==> src/rtl/vip_pkg.sv <==
package vip_pkg;
    localparam int VEC_W   = 8;
    localparam int NVEC    = 1 << VEC_W;
    localparam int CLASS_W = 4;
    localparam int MODE_W  = 3;
    localparam int KIND_W  = 3;

    typedef enum logic [MODE_W-1:0] {
        DM_FIXED  = 3'd0,
        DM_LOWEST = 3'd1,
        DM_SMGMT  = 3'd2,
        DM_RSV3   = 3'd3,
        DM_NMASK  = 3'd4,
        DM_START  = 3'd5,
        DM_RSV6   = 3'd6,
        DM_EXTV   = 3'd7
    } dmode_e;

    typedef enum logic [KIND_W-1:0] {
        WK_NONE  = 3'd0,
        WK_SMGMT = 3'd1,
        WK_NMASK = 3'd2,
        WK_START = 3'd3,
        WK_EXTV  = 3'd4,
        WK_REG   = 3'd5
    } wkind_e;

    typedef struct packed {
        logic             pend;
        logic [VEC_W-1:0] vec;
    } slot_t;

    typedef struct packed {
        slot_t smgmt;
        slot_t nmask;
        slot_t start;
        slot_t extv;
        logic  unm;
    } special_t;

    function automatic logic is_regular(input logic [MODE_W-1:0] m);
        return (m == DM_FIXED) || (m == DM_LOWEST);
    endfunction

    function automatic logic [CLASS_W-1:0] class_of(input logic [VEC_W-1:0] v);
        return v[VEC_W-1 -: CLASS_W];
    endfunction
endpackage

==> src/rtl/vip_prio_enc.sv <==
module vip_prio_enc #(
    parameter  int WIDTH = 256,
    localparam int IDX_W = $clog2(WIDTH)
) (
    input  logic [WIDTH-1:0] bits_in,
    output logic [IDX_W-1:0] top_idx,
    output logic             any
);
    always_comb begin
        top_idx = '0;
        any     = 1'b0;
        for (int i = 0; i < WIDTH; i++) begin
            if (bits_in[i]) begin
                top_idx = IDX_W'(i);
                any     = 1'b1;
            end
        end
    end
endmodule

==> src/rtl/vip_vec_bank.sv <==
module vip_vec_bank
    import vip_pkg::*;
(
    input  logic             clk,
    input  logic             rst,
    input  logic             set_valid,
    input  logic [VEC_W-1:0] set_vec,
    input  logic             set_level,
    input  logic             take_top,
    input  logic             eoi,
    output logic [VEC_W-1:0] req_top,
    output logic [VEC_W-1:0] svc_top,
    output logic             top_level
);
    logic [NVEC-1:0] req_bits;
    logic [NVEC-1:0] svc_bits;
    logic [NVEC-1:0] trg_bits;
    logic            req_any;
    logic            svc_any;

    vip_prio_enc #(.WIDTH(NVEC)) u_req_enc (
        .bits_in (req_bits),
        .top_idx (req_top),
        .any     (req_any)
    );

    vip_prio_enc #(.WIDTH(NVEC)) u_svc_enc (
        .bits_in (svc_bits),
        .top_idx (svc_top),
        .any     (svc_any)
    );

    for (genvar g = 0; g < NVEC; g++) begin : g_vec
        localparam logic [VEC_W-1:0] MY_VEC = VEC_W'(g);
        logic hit_set;
        logic hit_take;
        logic hit_eoi;
        assign hit_set  = set_valid && (set_vec == MY_VEC);
        assign hit_take = take_top && req_any && (req_top == MY_VEC);
        assign hit_eoi  = eoi && svc_any && (svc_top == MY_VEC);

        always_ff @(posedge clk) begin
            if (rst) begin
                req_bits[g] <= 1'b0;
                svc_bits[g] <= 1'b0;
                trg_bits[g] <= 1'b0;
            end else begin
                if (hit_take) begin
                    req_bits[g] <= 1'b0;
                end else if (hit_set) begin
                    req_bits[g] <= 1'b1;
                end
                if (hit_set && !req_bits[g]) begin
                    trg_bits[g] <= set_level;
                end
                if (hit_take) begin
                    svc_bits[g] <= 1'b1;
                end else if (hit_eoi) begin
                    svc_bits[g] <= 1'b0;
                end
            end
        end
    end

    assign top_level = trg_bits[req_top];

    AST_EOI_RETIRES_ONE: assert property (@(posedge clk) disable iff (rst)
        (eoi && svc_any && !take_top) |=> ($countones(svc_bits) == $past($countones(svc_bits)) - 1));

    AST_TAKE_MOVES_TO_SVC: assert property (@(posedge clk) disable iff (rst)
        (take_top && req_any && !set_valid && !eoi) |=>
            ($countones(req_bits) == $past($countones(req_bits)) - 1) &&
            ($countones(svc_bits) == $past($countones(svc_bits)) + 1));

    AST_REPEAT_KEEPS_TRIGGER: assert property (@(posedge clk) disable iff (rst)
        (set_valid && req_bits[set_vec] && !take_top) |=> $stable(trg_bits));
endmodule

==> src/rtl/vip_special_slots.sv <==
module vip_special_slots
    import vip_pkg::*;
(
    input  logic              clk,
    input  logic              rst,
    input  logic              req_valid,
    input  logic [MODE_W-1:0] req_mode,
    input  logic [VEC_W-1:0]  req_vector,
    input  logic              clr_smgmt,
    input  logic              clr_nmask,
    input  logic              clr_start,
    input  logic              clr_extv,
    output special_t          state
);
    special_t st_q;
    special_t st_n;
    logic     any_unm_accept;

    always_comb begin
        st_n           = st_q;
        any_unm_accept = 1'b0;

        if (clr_smgmt) st_n.smgmt.pend = 1'b0;
        if (clr_nmask) st_n.nmask.pend = 1'b0;
        if (clr_start) st_n.start.pend = 1'b0;
        if (clr_extv)  st_n.extv.pend  = 1'b0;

        if (req_valid) begin
            unique case (dmode_e'(req_mode))
                DM_SMGMT: if (!st_q.smgmt.pend) begin
                    st_n.smgmt     = '{pend: 1'b1, vec: req_vector};
                    any_unm_accept = 1'b1;
                end
                DM_NMASK: if (!st_q.nmask.pend) begin
                    st_n.nmask     = '{pend: 1'b1, vec: req_vector};
                    any_unm_accept = 1'b1;
                end
                DM_START: if (!st_q.start.pend) begin
                    st_n.start     = '{pend: 1'b1, vec: req_vector};
                    any_unm_accept = 1'b1;
                end
                DM_EXTV: if (!st_q.extv.pend) begin
                    st_n.extv = '{pend: 1'b1, vec: req_vector};
                end
                default: ;
            endcase
        end

        if (any_unm_accept) begin
            st_n.unm = 1'b1;
        end else if ((clr_smgmt || clr_nmask || clr_start) &&
                     !(st_n.smgmt.pend || st_n.nmask.pend || st_n.start.pend)) begin
            st_n.unm = 1'b0;
        end
    end

    always_ff @(posedge clk) begin
        if (rst) begin
            st_q <= '0;
        end else begin
            st_q <= st_n;
        end
    end

    assign state = st_q;

    AST_UNM_MATCHES_SLOTS: assert property (@(posedge clk) disable iff (rst)
        st_q.unm == (st_q.smgmt.pend || st_q.nmask.pend || st_q.start.pend));

    AST_HELD_SLOT_VECTOR: assert property (@(posedge clk) disable iff (rst)
        (st_q.nmask.pend && !clr_nmask) |=> $stable(st_q.nmask.vec));

    AST_RESERVED_IGNORED: assert property (@(posedge clk) disable iff (rst)
        (req_valid && (req_mode == DM_RSV3 || req_mode == DM_RSV6) &&
         !clr_smgmt && !clr_nmask && !clr_start && !clr_extv) |=> $stable(st_q));
endmodule

==> src/rtl/vip_arbiter.sv <==
module vip_arbiter
    import vip_pkg::*;
(
    input  logic                 clk,
    input  logic                 rst,
    input  logic                 req_valid,
    input  logic [VEC_W-1:0]     req_vector,
    input  logic [MODE_W-1:0]    req_mode,
    input  logic                 req_level,
    input  logic                 int_en,
    input  logic [VEC_W-1:0]     task_prio,
    input  logic                 ack,
    input  logic                 eoi,
    output logic                 take_irq,
    output logic [KIND_W-1:0]    dsp_kind,
    output logic [VEC_W-1:0]     dsp_vector,
    output logic                 dsp_level
);
    special_t         spec;
    logic [VEC_W-1:0] req_top;
    logic [VEC_W-1:0] svc_top;
    logic             top_level;
    logic             class_ok;
    logic             ack_fire;
    wkind_e           kind;

    vip_special_slots u_slots (
        .clk        (clk),
        .rst        (rst),
        .req_valid  (req_valid),
        .req_mode   (req_mode),
        .req_vector (req_vector),
        .clr_smgmt  (ack_fire && kind == WK_SMGMT),
        .clr_nmask  (ack_fire && kind == WK_NMASK),
        .clr_start  (ack_fire && kind == WK_START),
        .clr_extv   (ack_fire && kind == WK_EXTV),
        .state      (spec)
    );

    vip_vec_bank u_bank (
        .clk       (clk),
        .rst       (rst),
        .set_valid (req_valid && is_regular(req_mode)),
        .set_vec   (req_vector),
        .set_level (req_level),
        .take_top  (ack_fire && kind == WK_REG),
        .eoi       (eoi),
        .req_top   (req_top),
        .svc_top   (svc_top),
        .top_level (top_level)
    );

    assign class_ok = (req_top > svc_top) && (class_of(req_top) > class_of(task_prio));

    always_comb begin
        kind       = WK_NONE;
        dsp_vector = '0;
        if (spec.unm) begin
            if (spec.smgmt.pend) begin
                kind       = WK_SMGMT;
                dsp_vector = spec.smgmt.vec;
            end else if (spec.nmask.pend) begin
                kind       = WK_NMASK;
                dsp_vector = spec.nmask.vec;
            end else if (spec.start.pend) begin
                kind       = WK_START;
                dsp_vector = spec.start.vec;
            end
        end else if (int_en && spec.extv.pend) begin
            kind       = WK_EXTV;
            dsp_vector = spec.extv.vec;
        end else if (int_en && class_ok) begin
            kind       = WK_REG;
            dsp_vector = req_top;
        end
    end

    assign take_irq  = (kind != WK_NONE);
    assign ack_fire  = ack && take_irq;
    assign dsp_kind  = kind;
    assign dsp_level = (kind == WK_REG) ? top_level : 1'b0;

    AST_UNMASKABLE_TAKES: assert property (@(posedge clk) disable iff (rst)
        spec.unm |-> take_irq);

    AST_MASKED_SILENT: assert property (@(posedge clk) disable iff (rst)
        (!int_en && !spec.unm) |-> !take_irq);

    AST_SMGMT_FIRST: assert property (@(posedge clk) disable iff (rst)
        spec.smgmt.pend |-> (dsp_kind == WK_SMGMT));

    AST_REG_ABOVE_SVC: assert property (@(posedge clk) disable iff (rst)
        (dsp_kind == WK_REG) |-> (dsp_vector > svc_top));
endmodule

==> config.mk <==
export PLATFORM = sky130hd
export DESIGN_NAME = vip_arbiter
export DESIGN_NICKNAME = d
export VERILOG_FILES = /design/src/rtl/vip_pkg.sv /design/src/rtl/vip_prio_enc.sv /design/src/rtl/vip_vec_bank.sv /design/src/rtl/vip_special_slots.sv /design/src/rtl/vip_arbiter.sv
export SDC_FILE = /design/constraint.sdc
export NUM_CORES = 2
export LEC_CHECK = 0
export BUFFER_PORTS_ARGS = -buffer_cell sky130_fd_sc_hd__buf_2
export CORE_MARGIN = 4
export CORE_UTILIZATION = 40
export CTS_CLUSTER_DIAMETER = 30
export CTS_CLUSTER_SIZE = 12
export DETAILED_ROUTE_END_ITERATION = 8
export SLEW_MARGIN = 20
export SYNTH_ARGS = -nofsm -noshare
export SYNTH_HDL_FRONTEND = slang
export SYNTH_SLANG_ARGS = --single-unit
==> constraint.sdc <==
create_clock -name clk -period 11 [get_ports clk]
set_input_delay 1.1 -clock clk [delete_from_list [all_inputs] [get_ports clk]]
set_output_delay 1.1 -clock clk [all_outputs]
set_load 0.01 [all_outputs]
==> impl_summary.md <==
CTS
The number of H-tree branching levels is 4. TritonCTS built the clock tree. Post-CTS repair changed the size of 0 cells. The clock tree root buffer cell is sky130_fd_sc_hd__clkbuf_16.

After clock tree synthesis, the clock-pin slew on the worst setup and hold paths is 0.04 ns. The clock reaches the later pin of the worst-skew pair after 0.78 ns. The CTS buffer count is 187. The clock tree buffer depth is 3. The number of sinks on the clock net is 805. Buffers added to address setup during post-CTS repair amount to 0. The number of hold buffers added after CTS was 0.

Yosys
The synthesized design contains 0 enable-type register cells. The dominant register cell in the synthesized netlist is sky130_fd_sc_hd__dfxtp_1. Synthesis produced 5315 cells. In this run, synthesis produced a sequential element count of 805. The number of nets in the synthesized netlist is around 5.4k. The number of library cell types mapped by synthesis is 94. The synthesized area is 41200 um^2. Sequential cells were found to cover about two fifths of the synthesized design area. The count of synthesis-stage warnings from yosys is 0.

The mean instance size in the synthesized netlist is 7.75 um^2. Of all flip-flops after synthesis, the portion carrying an async set or reset was 0%.

Place
The wire-length estimate of the detail-placed layout is 122000 um. The count of buffers added on input and output ports is 34. Routability-driven placement finished with a final weighted congestion of between 1 and 1.5.

Worst setup path
Counting both buffers and inverters, the worst setup path holds a total of 2. On the critical path, the stage with the largest delay is an instance of sky130_fd_sc_hd__o21ai_1. The signal on the critical path passes through nor4_1, nand4_1, a31oi_1, o21a_1, nor3_1, o211ai_1, a211oi_2, o21ai_1, inv_1, ha_1, nor2b_1, o21ai_0, nand2b_1, a21oi_1, a211oi_1, and2_1, nor2b_1, o211ai_1, a2111oi_2, buf_2. At the worst endpoint, the required time is 9.90 ns. The worst setup path is launched from a flop. STA classifies the critical path endpoint as an output port. The delay contributed by the slowest stage of the critical path is 0.93 ns.

The data arrival at the endpoint of the critical path is approximately 8 ns. Along the worst path, the maximum fanout reaches 8. The critical path in this run is classified as reg2out.

Broken down by cell family, the worst path's largest delay share belongs to compound AO/OA/AOI/OAI gates. The flop-to-flop setup slack is 2.04 ns.

Timing
The hold slack is 0.451 ns. On the final layout, the worst clock skew is 0.0410 ns. The final-report max-slew violation count is 0. At the pin with the least slew margin, the transition time is 1.28 ns. The final hold violation count came to 0. The worst slew margin relative to its limit is 14.8%. The post-route setup TNS is 0 ns.

Setup repair after global routing left no endpoint under its margin. The number of endpoints failing setup at the final stage is 0. The smallest clock period supported by the final layout is computed as 9.09 ns. The final worst-path cycle share is roughly 83%. The maximum frequency from static timing analysis is 110 MHz.

Min path
The tightest min-delay check is of the reg2reg type.

Finish
Measured on the finished design, the core utilization comes to 48.4%. The top cell types in the final layout, fill and taps aside, are sky130_fd_sc_hd__dfxtp_1 (805), sky130_fd_sc_hd__a21oi_1 (617), sky130_fd_sc_hd__nor2_1 (588). For this run, the post-layout net count is 5305.

The area growth from synthesis to layout is 19.8%. The most frequent standard cell in the layout excluding fill and tap cells is sky130_fd_sc_hd__dfxtp_1. Cells with a size suffix above 1 make up 11.1% of the layout. The layout has 9979 filler cells.

Floorplanning
The starting density of the core is 40.4%. The number of standard-cell rows in the floorplan is 117. Pin placement for this block handled 39 I/O pins.

The full die area is roughly 110000 um^2. From bottom edge to top edge, the die measures roughly 330 um. The region available for standard cell placement spans approximately 100000 um^2.

The die width is about 330 um.

Run status
The flow ran to the end, and the final reports show no timing, DRC or antenna violations.

Pwr
Combinational logic burns 4.8% of the power. The design draws between 9000 and 10000 uW. The worst-case vdd ir drop is 0.000134 V.

Power spread over the standard cell area amounts to between 150 and 200 nW/um^2. For this design the static power due to leakage is approximately 0.017 uW. The analysis attributes to net switching a power of 2180 uW. Of the total power, registers draw 32.3%. The cell-internal power is 6910 uW. Net switching is 24.0% of the power.

The clock network burns between 60% and 70% of the power.

Detailed routing
For this block, the initial DRC count from the detailed router was 6675. The number of nets with antenna violations after detailed routing is 0. The detailed-route vias per instance is 6.49. The post-detailed-route DRC marker count is 0. After detailed routing, the total wire length is 191000 um.

The number of detailed-routing iterations run before antenna repair is 8. Dividing the detail-routed wire length by the instance count gives about 28 um. The via count of the routed design is about 44k.

GRT
The total congestion overflow after global routing is 0. The global-route wire length before repair is 275000 um. The number of global-route vias before repair is 40.4k.

The pin count of the biggest net entering global routing is 160. The number of antenna violations at the first check in global routing is 7. For this run, the total global-route usage over all layers was measured as between 30 and 40%.

Run
The number of max-cap violations is 0.
-- power groups by stage --
stage                     sequential, uW  clock (uW)  combinational [uW]
after CTS                           2930        5740                 414
after detailed placement            2990           0                 413
after floorplan                     2990           0                 222
final                               2930        5720                 438
after global placement              2990           0                 413
after global routing                2930        5910                 438
-- cell type report --
class / count / area, um^2 / share of cell area (%)
clock buffer: 252 / 5350 / 10.8
inverter: 119 / 447 / 0.905
clock inverter: 94 / 1180 / 2.39
antenna: 4 / 10.0 / 0.0203
multi-input combinational: 4007 / 23500 / 47.5
tap: 1368 / 1710 / 3.47
sequential: 805 / 16100 / 32.6
timing repair buffer: 147 / 1080 / 2.19
-- layer usage --
metal  up-vias  GRT usage [%]  share of wire (%)
li1      19438              -                  -
met1     20969           44.9                 40
met2      2948           48.6                 41
met3       758           9.04                 12
met4         8           21.3                7.2
met5         -              0               0.11
-- sequential cells by signal (all words and copies together) (netlist names) --
register and cells:
u_bank.trg_bits 256, u_bank.req_bits 256, u_slots.state 37, u_bank.svc_bits 256
-- synthesized netlist by cell type (8+ instances only) --
cell type / number / area, um^2
sky130_fd_sc_hd__dfxtp_1: 805 / 16100
sky130_fd_sc_hd__a21oi_1: 618 / 3090
sky130_fd_sc_hd__nor2_1: 612 / 2300
sky130_fd_sc_hd__nand2_1: 513 / 1930
sky130_fd_sc_hd__nor3_1: 406 / 2030
sky130_fd_sc_hd__mux2i_1: 312 / 3120
sky130_fd_sc_hd__clkbuf_1: 311 / 1170
sky130_fd_sc_hd__o21ai_0: 288 / 1440
sky130_fd_sc_hd__a211oi_1: 245 / 1840
sky130_fd_sc_hd__nor4_1: 134 / 838
sky130_fd_sc_hd__inv_1: 112 / 420
sky130_fd_sc_hd__nand3_1: 100 / 500
sky130_fd_sc_hd__o31ai_1: 74 / 556
sky130_fd_sc_hd__nor2b_1: 52 / 325
sky130_fd_sc_hd__a31oi_1: 50 / 313
sky130_fd_sc_hd__nand2b_1: 43 / 269
sky130_fd_sc_hd__or4_1: 38 / 285
sky130_fd_sc_hd__o21bai_1: 36 / 270
sky130_fd_sc_hd__buf_2: 34 / 170
sky130_fd_sc_hd__nand4_1: 30 / 188
sky130_fd_sc_hd__buf_1: 29 / 109
sky130_fd_sc_hd__a2111oi_0: 28 / 245
sky130_fd_sc_hd__and3_1: 24 / 150
sky130_fd_sc_hd__nor3b_1: 24 / 180
sky130_fd_sc_hd__nand3b_1: 23 / 173
sky130_fd_sc_hd__o211ai_1: 21 / 158
sky130_fd_sc_hd__o21ai_1: 21 / 105
sky130_fd_sc_hd__or3_1: 21 / 131
sky130_fd_sc_hd__a221oi_1: 20 / 175
sky130_fd_sc_hd__or2_2: 17 / 106
sky130_fd_sc_hd__and2_1: 16 / 100
sky130_fd_sc_hd__a22oi_1: 15 / 113
sky130_fd_sc_hd__o32ai_1: 14 / 123
sky130_fd_sc_hd__ha_1: 12 / 150
sky130_fd_sc_hd__o2111ai_1: 12 / 105
sky130_fd_sc_hd__a32oi_1: 11 / 96.3
sky130_fd_sc_hd__o21a_1: 11 / 82.6
sky130_fd_sc_hd__a211o_1: 9 / 78.8
sky130_fd_sc_hd__o211a_1: 9 / 90.1
sky130_fd_sc_hd__a311o_1: 8 / 80.1
sky130_fd_sc_hd__mux2_2: 8 / 90.1
sky130_fd_sc_hd__o22ai_1: 8 / 50.1
-- worst register-to-register path, cell delays in order, from the launching register on --
cell and delay (ns):
sky130_fd_sc_hd__dfxtp_1 0.34, sky130_fd_sc_hd__nor4_1 0.79, sky130_fd_sc_hd__nand4_1 0.40, sky130_fd_sc_hd__a31oi_1 0.44, sky130_fd_sc_hd__o21a_1 0.21, sky130_fd_sc_hd__nor3_1 0.09, sky130_fd_sc_hd__o211ai_1 0.34, sky130_fd_sc_hd__a211oi_2 0.14
sky130_fd_sc_hd__o21ai_1 0.93, sky130_fd_sc_hd__inv_1 0.29, sky130_fd_sc_hd__ha_1 0.28, sky130_fd_sc_hd__nor2b_1 0.09, sky130_fd_sc_hd__o21ai_0 0.08, sky130_fd_sc_hd__nand2b_1 0.07, sky130_fd_sc_hd__a21oi_1 0.07, sky130_fd_sc_hd__a211oi_1 0.57
sky130_fd_sc_hd__and2_1 0.38, sky130_fd_sc_hd__nor2b_1 0.56, sky130_fd_sc_hd__nand2_1 0.50, sky130_fd_sc_hd__nor3_1 0.79, sky130_fd_sc_hd__and2_1 0.80, sky130_fd_sc_hd__buf_4 0.35, sky130_fd_sc_hd__nand2_1 0.14, sky130_fd_sc_hd__nor3b_1 0.17
-- final timing paths --
check,start,end,depth (start not counted)
worst max-delay path,u_bank.req_bits[32],dsp_level,20
worst min-delay path,u_slots.state[21],u_slots.state[21],2
worst min register to register,u_slots.state[21],u_slots.state[21],2
worst max register to register,u_bank.req_bits[32],u_bank.req_bits[20],23
-- metrics by stage --
stage               setup slack (ns)  instance area [um^2]  instances
finish                          1.91                 49400       6796
global route                    1.77                 49400       6794
CTS                             2.27                 49300       6791
detailed placement              2.48                 42800       6445
global placement                2.55                 42800       6444
floorplan                       5.23                 41200       5315
-- kinds of logic (layout without fill, tap and decap cells) --
family	after synthesis	count (layout)	share of synthesized area, %
adder cells (fa/ha/maj)	12	12	0.364
multiplexers	321	321	7.85
XOR/XNOR	1	1	0.0213
buffers and inverters	503	612	4.83
other	0	4	0
AO/OA/AOI/OAI	1590	1590	24.0
AND/OR/NAND/NOR	2083	2083	23.8
flip-flops	805	805	39.1
Note: power is estimated with default switching activity, not from simulation.
